### src/rtl/sqc_pkg.sv
package sqc_pkg;

    typedef enum logic {
        ST_SQUELCH = 1'b0,
        ST_OPEN    = 1'b1
    } sq_state_e;

    typedef enum logic {
        POL_POS = 1'b0,
        POL_NEG = 1'b1
    } pol_e;

    // One sampled comparator event: a valid crossing and whether it
    // alternates with the crossing before it.
    typedef struct packed {
        logic hit;
        logic alt;
    } xing_t;

    function automatic int unsigned cyc_floor(input int unsigned span_ps,
                                              input int unsigned clk_ps);
        return span_ps / clk_ps;
    endfunction

    function automatic int unsigned cyc_ceil(input int unsigned span_ps,
                                             input int unsigned clk_ps);
        return (span_ps + clk_ps - 1) / clk_ps;
    endfunction

    function automatic int unsigned umax(input int unsigned a,
                                         input int unsigned b);
        return (a > b) ? a : b;
    endfunction

endpackage

### src/rtl/sqc_xing_track.sv
module sqc_xing_track
    import sqc_pkg::*;
#(
    parameter int unsigned AW   = 12,
    parameter int unsigned SAT  = 2500,
    parameter int unsigned HIST = 3
) (
    input  logic          clk,
    input  logic          rst,
    input  logic          clr,
    input  logic          pos_hit,
    input  logic          neg_hit,
    output xing_t         xing,
    output logic [AW-1:0] age_near,
    output logic [AW-1:0] age_far
);

    localparam logic [AW-1:0] SAT_V = AW'(SAT);

    pol_e          last_pol_q;
    logic          pol_valid_q;
    logic [AW-1:0] age_q [HIST];
    pol_e          cur_pol;

    function automatic logic [AW-1:0] bump(input logic [AW-1:0] v);
        return (v >= SAT_V) ? SAT_V : v + 1'b1;
    endfunction

    always_comb begin
        cur_pol  = pos_hit ? POL_POS : POL_NEG;
        xing.hit = pos_hit ^ neg_hit;
        xing.alt = (pos_hit ^ neg_hit) && pol_valid_q && (cur_pol != last_pol_q);
    end

    always_ff @(posedge clk) begin
        if (rst || clr) begin
            last_pol_q  <= POL_POS;
            pol_valid_q <= 1'b0;
            for (int i = 0; i < HIST; i++) age_q[i] <= SAT_V;
        end else if (xing.hit) begin
            last_pol_q  <= cur_pol;
            pol_valid_q <= 1'b1;
            age_q[0]    <= '0;
            for (int i = 1; i < HIST; i++) age_q[i] <= bump(age_q[i-1]);
        end else begin
            for (int i = 0; i < HIST; i++) age_q[i] <= bump(age_q[i]);
        end
    end

    assign age_near = age_q[0];
    assign age_far  = age_q[HIST-1];

    // Older crossings are never younger than newer ones.
    for (genvar g = 1; g < HIST; g++) begin : g_order
        p_age_order_r2: assert property (@(posedge clk) disable iff (rst)
            age_q[g] >= age_q[g-1]);
    end

endmodule

### src/rtl/sqc_qualify.sv
module sqc_qualify
    import sqc_pkg::*;
#(
    parameter int unsigned AW        = 12,
    parameter int unsigned WIN       = 2500,
    parameter int unsigned GMIN      = 13,
    parameter int unsigned GMAX      = 62,
    parameter int unsigned FAST_HITS = 4,
    parameter int unsigned SLOW_HITS = 3
) (
    input  logic          clk,
    input  logic          rst,
    input  logic          clr,
    input  logic          slow,
    input  xing_t         xing,
    input  logic [AW-1:0] age_near,
    input  logic [AW-1:0] age_far,
    output logic          qual
);

    localparam int unsigned CAP = umax(FAST_HITS, SLOW_HITS);
    localparam int unsigned RW  = $clog2(CAP + 1);

    localparam logic [RW-1:0] CAP_V     = RW'(CAP);
    localparam logic [RW-1:0] FAST_NEED = RW'(FAST_HITS - 1);
    localparam logic [RW-1:0] SLOW_NEED = RW'(SLOW_HITS - 1);
    localparam logic [AW-1:0] WIN_M1    = AW'(WIN - 1);
    localparam logic [AW-1:0] GMIN_M1   = AW'(GMIN - 1);
    localparam logic [AW-1:0] GMAX_M1   = AW'(GMAX - 1);

    logic [RW-1:0] run_q;
    logic          gap_ok, fast_ok, slow_ok, extend;

    always_comb begin
        gap_ok  = (age_near >= GMIN_M1) && (age_near <= GMAX_M1);
        fast_ok = xing.alt && (run_q >= FAST_NEED) && (age_far <= WIN_M1);
        slow_ok = xing.alt && gap_ok && (run_q >= SLOW_NEED);
        qual    = slow ? slow_ok : fast_ok;
        extend  = xing.alt && (!slow || gap_ok);
    end

    always_ff @(posedge clk) begin
        if (rst || clr) begin
            run_q <= '0;
        end else if (xing.hit) begin
            if (!extend)             run_q <= RW'(1);
            else if (run_q != CAP_V) run_q <= run_q + 1'b1;
        end
    end

    // A crossing that breaks the pattern leaves exactly one counted.
    p_restart_one_r9: assert property (@(posedge clk) disable iff (rst)
        $past(xing.hit) && !$past(xing.alt) && !$past(clr) |-> run_q == RW'(1));

endmodule

### src/rtl/sqc_idle_timer.sv
module sqc_idle_timer #(
    parameter int unsigned AW  = 12,
    parameter int unsigned WIN = 2500
) (
    input  logic clk,
    input  logic rst,
    input  logic clr,
    input  logic alt_hit,
    output logic timeout
);

    localparam logic [AW-1:0] WIN_V  = AW'(WIN);
    localparam logic [AW-1:0] WIN_M1 = AW'(WIN - 1);

    logic [AW-1:0] cnt_q;

    always_ff @(posedge clk) begin
        if (rst || clr || alt_hit) cnt_q <= '0;
        else if (cnt_q != WIN_V)   cnt_q <= cnt_q + 1'b1;
    end

    assign timeout = (cnt_q == WIN_M1) && !alt_hit;

    // The counter never passes its saturation value.
    p_cnt_bound_r4: assert property (@(posedge clk) disable iff (rst)
        cnt_q <= WIN_V);

endmodule

### src/rtl/sqc_squelch_ctl.sv
module sqc_squelch_ctl
    import sqc_pkg::*;
#(
    parameter int unsigned CLK_PS      = 4000,
    parameter int unsigned FAST_WIN_PS = 10_000_000,
    parameter int unsigned SLOW_MIN_PS = 50_000,
    parameter int unsigned SLOW_MAX_PS = 250_000,
    parameter int unsigned FAST_HITS   = 4,
    parameter int unsigned SLOW_HITS   = 3
) (
    input  logic       clk,
    input  logic       rst,
    input  logic       rate_slow,
    input  logic       pos_hit,
    input  logic       neg_hit,
    input  logic       idle_start,
    input  logic       lvl_adj,
    output logic       open_o,
    output logic [1:0] thr_sel,
    output logic       carrier,
    output logic       link_ok
);

    localparam int unsigned WIN  = cyc_floor(FAST_WIN_PS, CLK_PS);
    localparam int unsigned GMIN = cyc_ceil(SLOW_MIN_PS, CLK_PS);
    localparam int unsigned GMAX = cyc_floor(SLOW_MAX_PS, CLK_PS);
    localparam int unsigned SAT  = umax(WIN, GMAX + 1);
    localparam int unsigned AW   = $clog2(SAT + 1);
    localparam int unsigned HIST = FAST_HITS - 1;

    sq_state_e     state_q;
    logic          rate_q;
    logic          rate_chg, leave, clr;
    logic          qual, timeout;
    xing_t         xing;
    logic [AW-1:0] age_near, age_far;

    sqc_xing_track #(.AW(AW), .SAT(SAT), .HIST(HIST)) u_track (
        .clk      (clk),
        .rst      (rst),
        .clr      (clr),
        .pos_hit  (pos_hit),
        .neg_hit  (neg_hit),
        .xing     (xing),
        .age_near (age_near),
        .age_far  (age_far)
    );

    sqc_qualify #(
        .AW(AW), .WIN(WIN), .GMIN(GMIN), .GMAX(GMAX),
        .FAST_HITS(FAST_HITS), .SLOW_HITS(SLOW_HITS)
    ) u_qual (
        .clk      (clk),
        .rst      (rst),
        .clr      (clr),
        .slow     (rate_q),
        .xing     (xing),
        .age_near (age_near),
        .age_far  (age_far),
        .qual     (qual)
    );

    sqc_idle_timer #(.AW(AW), .WIN(WIN)) u_idle (
        .clk     (clk),
        .rst     (rst),
        .clr     (clr),
        .alt_hit (xing.alt),
        .timeout (timeout)
    );

    always_comb begin
        rate_chg = (rate_q != rate_slow);
        leave    = (state_q == ST_OPEN) && (rate_q ? idle_start : timeout);
        clr      = rate_chg || leave;
    end

    always_ff @(posedge clk) begin
        if (rst) begin
            state_q <= ST_SQUELCH;
        end else if (clr) begin
            state_q <= ST_SQUELCH;
        end else if ((state_q == ST_SQUELCH) && qual) begin
            state_q <= ST_OPEN;
        end
        rate_q <= rate_slow;
    end

    assign open_o  = (state_q == ST_OPEN);
    assign thr_sel = {lvl_adj, open_o};
    assign carrier = open_o && rate_q;
    assign link_ok = open_o && !rate_q;

    p_reset_squelch_r1: assert property (@(posedge clk)
        rst |=> !open_o);

    p_open_on_crossing_r2: assert property (@(posedge clk) disable iff (rst)
        $rose(open_o) |-> $past(pos_hit ^ neg_hit));

    p_fast_close_quiet_r4: assert property (@(posedge clk) disable iff (rst)
        $fell(open_o) && !rate_q && $stable(rate_q) |-> !$past(xing.alt));

    p_slow_close_idle_r6: assert property (@(posedge clk) disable iff (rst)
        $fell(open_o) && rate_q && $stable(rate_q) |-> $past(idle_start));

    p_rate_forces_squelch_r10: assert property (@(posedge clk) disable iff (rst)
        !$stable(rate_slow) |=> !open_o);

endmodule

### config.mk
export PLATFORM = sky130hd
export DESIGN_NAME = sqc_squelch_ctl
export DESIGN_NICKNAME = d
export VERILOG_FILES = /design/src/rtl/sqc_pkg.sv /design/src/rtl/sqc_xing_track.sv /design/src/rtl/sqc_qualify.sv /design/src/rtl/sqc_idle_timer.sv /design/src/rtl/sqc_squelch_ctl.sv
export SDC_FILE = /design/constraint.sdc
export NUM_CORES = 1
export LEC_CHECK = 0
export BUFFER_PORTS_ARGS = -buffer_cell sky130_fd_sc_hd__clkbuf_2
export CELL_PAD_IN_SITES_DETAIL_PLACEMENT = 1
export CELL_PAD_IN_SITES_GLOBAL_PLACEMENT = 2
export CORE_UTILIZATION = 41
export CTS_BUF_LIST = sky130_fd_sc_hd__clkbuf_8
export DETAILED_ROUTE_END_ITERATION = 10
export PLACE_DENSITY = 0.83
export REMOVE_ABC_BUFFERS = 1
export SYNTH_ARGS = -nofsm -noshare
export SYNTH_HDL_FRONTEND = slang
export SYNTH_SLANG_ARGS = --single-unit
### constraint.sdc
create_clock -name clk -period 2.5 [get_ports clk]
set_input_delay 0.375 -clock clk [delete_from_list [all_inputs] [get_ports clk]]
set_output_delay 0.375 -clock clk [all_outputs]
set_load 0.01 [all_outputs]
# Yosys cells after proc, flatten, opt, wreduce, memory -nomap -nowiden
# Memories as Yosys holds them, arrays and structs flattened.
# Cells that the tools add are included.
# Widths: inputs -> output; s select.
[op_classes] n_addsub=5 mux=22 bitwise=8 magnitude_cmp=8 reduce_logical=21 n_eq_ne=6
[op_table] op="$mux 12" n=9
[op_table] op="$add 12x1->12 const B" n=4
[op_table] op="$ge 12x12->1 const B" n=3
[op_table] op="$logic_and 1x1->1" n=13
[op_table] op="$eq 12x12->1 const B" n=1
[op_table] op="$ge 12x4->1 const B" n=1
[op_table] op="$le 12x12->1 const B" n=1
[op_table] op="$le 12x6->1 const B" n=1
[op_table] op="$ne 12x12->1 const B" n=1
[op_table] op="$mux 1" n=11
[op_table] op="$ge 3x2->1 const B" n=2
[op_table] op="$mux 3" n=2
[op_table] op="$or 1x1->1" n=6
[op_table] op="$logic_or 1x1->1" n=4
[op_table] op="$add 3x1->3 const B" n=1
[op_table] op="$ne 3x3->1 const B" n=1
[op_table] op="$logic_not 1->1" n=2
[op_table] op="$ne 1x1->1" n=2
[op_table] op="$ne 2x2->1 const B" n=1
[op_table] op="$reduce_and 2->1" n=1
[op_table] op="$reduce_or 2->1" n=1
[op_table] op="$not 1->1" n=1
[op_table] op="$xor 1x1->1" n=1
[word_totals] register_bits=19 word_cells=77 ramBits=36 memories=1 output_inout_bits=5
[memory_table] memory="u_track.age_q" depth=3 width=12 rd=3 rd_ports_with_merged_regs=0 wr=3 line="sqc_xing_track.sv:22" rtl="logic [AW-1:0] age_q [HIST];"

# Longest topological paths before layout
[depth] word_depth=13 mapped_depth=7

# Modules after synthesis
# Synthesis repeated with hierarchy kept, for this count alone.
[hier_totals] hier_cells=356 hier_area_um2=3490.8
[modules_own_cells] mod="sqc_xing_track" area_per_inst_um2=2397.3 cells_per_inst=229 seq_area_each_um2=1121.1 instances=1
[modules_own_cells] mod="sqc_idle_timer" area_per_inst_um2=630.6 cells_per_inst=71 seq_area_each_um2=240.2 instances=1
[modules_own_cells] mod="sqc_qualify" area_per_inst_um2=349.1 cells_per_inst=44 seq_area_each_um2=60.1 instances=1
[modules_own_cells] mod="sqc_squelch_ctl" area_per_inst_um2=113.9 cells_per_inst=12 seq_area_each_um2=40.0 instances=1

# Least setup slack after synthesis
# OpenSTA, ideal clock, no wires.
[synth_path] path_type="register to register" from="memory u_track.age_q[1][4] (netlist: u_track.age_q[0][16])" to="memory u_track.age_q[1][6] (netlist: u_track.age_q[0][18]) (data pin)" setup_slack_ns=0.224 required_ns=2.246 t_arrival_ns=2.022 path_stages_with_launch=7 setup_time_ns=0.254 path_cell_list="edfxtp_1 -> or4_4 -> a211o_1 -> and2_4 -> buf_6 -> or3_1 -> a21o_1"
[synth_rtl] element="from (decl)" line="sqc_xing_track.sv:22"

==> summary.txt <==
Run status
  – Status: finished, final reports clean

Pwr
  – Worst VDD drop: around 0.21 mV
  – Power density over the cells: about 440 mW/mm^2
  – Leakage power: 1.33 nW

Route
  – DR iter-0 viols: between 100 and 150
  – DRC: 0
  – DRT Wirelength: 8080 um
  – Vias per Instance: around 5.3
  – Vias: 2705
  – Drt pass-1 iters: 4
  – Post-DR wirelength/cell: roughly 16 um
  – Routed Antenna Nets: 0

Final layout
  – Syn-to-layout area delta: 13.2%
  – Fraction of layout cells with a size suffix above 1: 9.63%
  – Nets: 423
  – Layout fillers: ~940
  – Footprint of the multi-input gates: roughly 0.0019 mm^2
  – Fin area: 0.00374 mm^2
  – ANT cells: 0
  – Register area: ~0.0015 mm^2

Clocking
  – TritonCTS Sinks: between 50 and 60
  – Root Driver: clkbuf_8
  – Clk slew on worst S/H paths: 0.10 ns
  – Resize count post-CTS: 0
  – Longest Clk Path Bufs: 2
  – Post-CTS Hold Buffers: 0
  – Post-CTS setup buffer count: 0
  – Clk_lat worst skew: 0.31 ns
  – H-tree levels: 2
  – Total CTS buffers: 5
  – CTS tree: built

Setup path
  – Critical Path RT: roughly 2.6 ns
  – CP max stage cell: or4_4
  – Crit Path Max Fanout: 8
  – Crit path max-delay family: simple AND/OR/NAND/NOR gates
  – Critical path endpoint category: register
  – Slowest cell delay on critical path: 0.56 ns
  – CP arrival: 2.41 ns
  – Worst Setup Start Kind: register
  – Buffer and inverter count on the worst path: 0
  – Levels on crit path: 5
  – WS Path Type: reg2reg
  – Worst r2r path cells: 5
  – CP cell instances: or4_4 > a211o_1 > and2_4 > or3_1 > a21o_1

Timing
  – Max Slew Vio Count: 0
  – Final worst-path cycle share: 93.5%
  – Final setup fails: 0
  – Hold_ws: 0.193 ns
  – Slew Limit Headroom: between 50% and 60%
  – RSZ-0062 raised after global routing: no
  – Fin crit period: 2.34 ns
  – Max Fclk: 0.428 GHz
  – Final Skew: 0.00832 ns
  – Final setup TNS: 0 ns
  – Final Hold Fails: 0
  – Worst Max-Slew Pin Slew: approximately 0.63 ns

Placement
  – Dpl hpwl: ~6300 um
  – Final GP Congestion: between 0.7 and 0.8
  – Post-placement cell area: about 0.0036 mm^2
  – Port bufs: 9

Synth
  – Top cells by area, synth: edfxtp_1 33%, dfxtp_1 12%, xor2_1 4.8%
  – Synth unique cells: between 50 and 60
  – Synth Cell Area: between 0.003 and 0.004 mm^2
  – Yosys Warn Count: 0
  – Synth Instances: 353
  – Asr flop ratio synth: 0%
  – Top-count cell post-synth: nor2_1
  – Leading area contributor after synthesis: edfxtp_1
  – Seq/Total Area, Yosys: between 40% and 50%
  – #FFs+latches synth: between 50 and 60
  – Post-synth EDFFs: 36
  – Commonest cells in the synthesized netlist: 37 x nor2_1, 36 x edfxtp_1, 27 x nand2_1
  – Syn_area_per_cell: about 9.4 um^2
  – Ys flop type: edfxtp_1
  – Yosys top cell area share: approximately a third

Global routing
  – Vias in the first global route: approximately 2800
  – Initial antenna violation count: 0
  – Met3 usage: approximately 2.6%
  – Global routing's busiest layer: met2
  – Met2 Use GR: 34.5%
  – Gr ovfl total: 0
  – GRT Util Overall: between 20 and 25%
  – Largest net degree at the start of global routing: 16
  – First-pass GRT wire length: ~14000 um
  – M1 GR Usage: between 20% and 30%

Min path
  – Hold Path Class: in2reg
  – Hold Path Stages: 1

Floorplan
  – Die Y: 91.7 um
  – Die Wd: 91.7 um
  – Standard-cell row count: 32
  – Initial Util: 42.5%
  – IO Pins: 12
  – Die area: about 0.0084 mm^2
  – Core Area: between 0.007 and 0.008 mm^2

Flow run
  – Max-cap violations: 0
[per-layer routing]
layer | vias to the layer above | wire length (um)
li1 | 1346 | -
met1 | 1324 | 4090
met2 | 28 | 3750
met3 | 7 | 172
met4 | 0 | 63
met5 | - | 0
[cells in the final DEF (no fill, tap or decap), drive strengths merged, types with 13 or more instances in the layout]
cell type,n
nor2,37
edfxtp,36
conb,36
nor3,20
nand2,27
o21ai,13
inv,18
nand3,19
dfxtp,19
xnor2,16
clkbuf,14
buf,14
xor2,18
[kinds of logic (layout without fill, tap and decap cells)]
logic type | count (synthesis) | after routing | synth area share [%]
compound gates | 64 | 64 | 13.1
flops | 55 | 55 | 44.3
other cells | 1 | 36 | 0.114
xor+xnor | 34 | 34 | 9.02
fa+ha+maj | 12 | 12 | 4.55
mux | 1 | 1 | 0.303
simple gates | 156 | 156 | 24.7
buf+inv | 30 | 47 | 3.94
[cell type report]
type                       instances  area share [%]
timing repair buffer              23            4.02
inverter                          16            1.61
multi-input combinational        303            49.7
sequential                        55            39.1
clock buffer                       5            1.84
tap                              102            3.41
clock inverter                     3           0.335
[final timing paths]
path                          endpoint  slack [ns]                 start
hold / removal                  rate_q        0.19             rate_slow
setup / recovery  u_track.age_q[0][18]        0.16  u_track.age_q[0][16]
hold reg to reg        u_qual.run_q[2]        0.52       u_qual.run_q[2]
setup reg to reg  u_track.age_q[0][18]        0.16  u_track.age_q[0][16]
[stage by stage]
step                instances  setup WS [ns]  total power, W  util (%)
floorplan                 374         -0.175         0.00113         -
global placement          499          0.170         0.00119      46.9
detailed placement        499          0.104         0.00119      46.9
CTS                       507         0.0803         0.00168      48.0
global route              507         0.0249         0.00173      48.1
finish                    507          0.162         0.00166      48.1
[state kept, by name, summed over array words and instances, names as in the netlist]
register / flops
u_track.age_q: 36
u_track.last_pol_q: 1
u_idle.cnt_q: 12
rate_q: 1
u_track.pol_valid_q: 1
u_qual.run_q: 3
open_o: 1
[power by group]
part	switching (W)	internal, W	total, W
logic	0.0000986	0.0000570	0.000156
clock network	0.000293	0.000190	0.000483
registers	0.0000302	0.000989	0.00102
total	0.000422	0.00124	0.00166
Note: power is estimated with default switching activity, not from simulation.
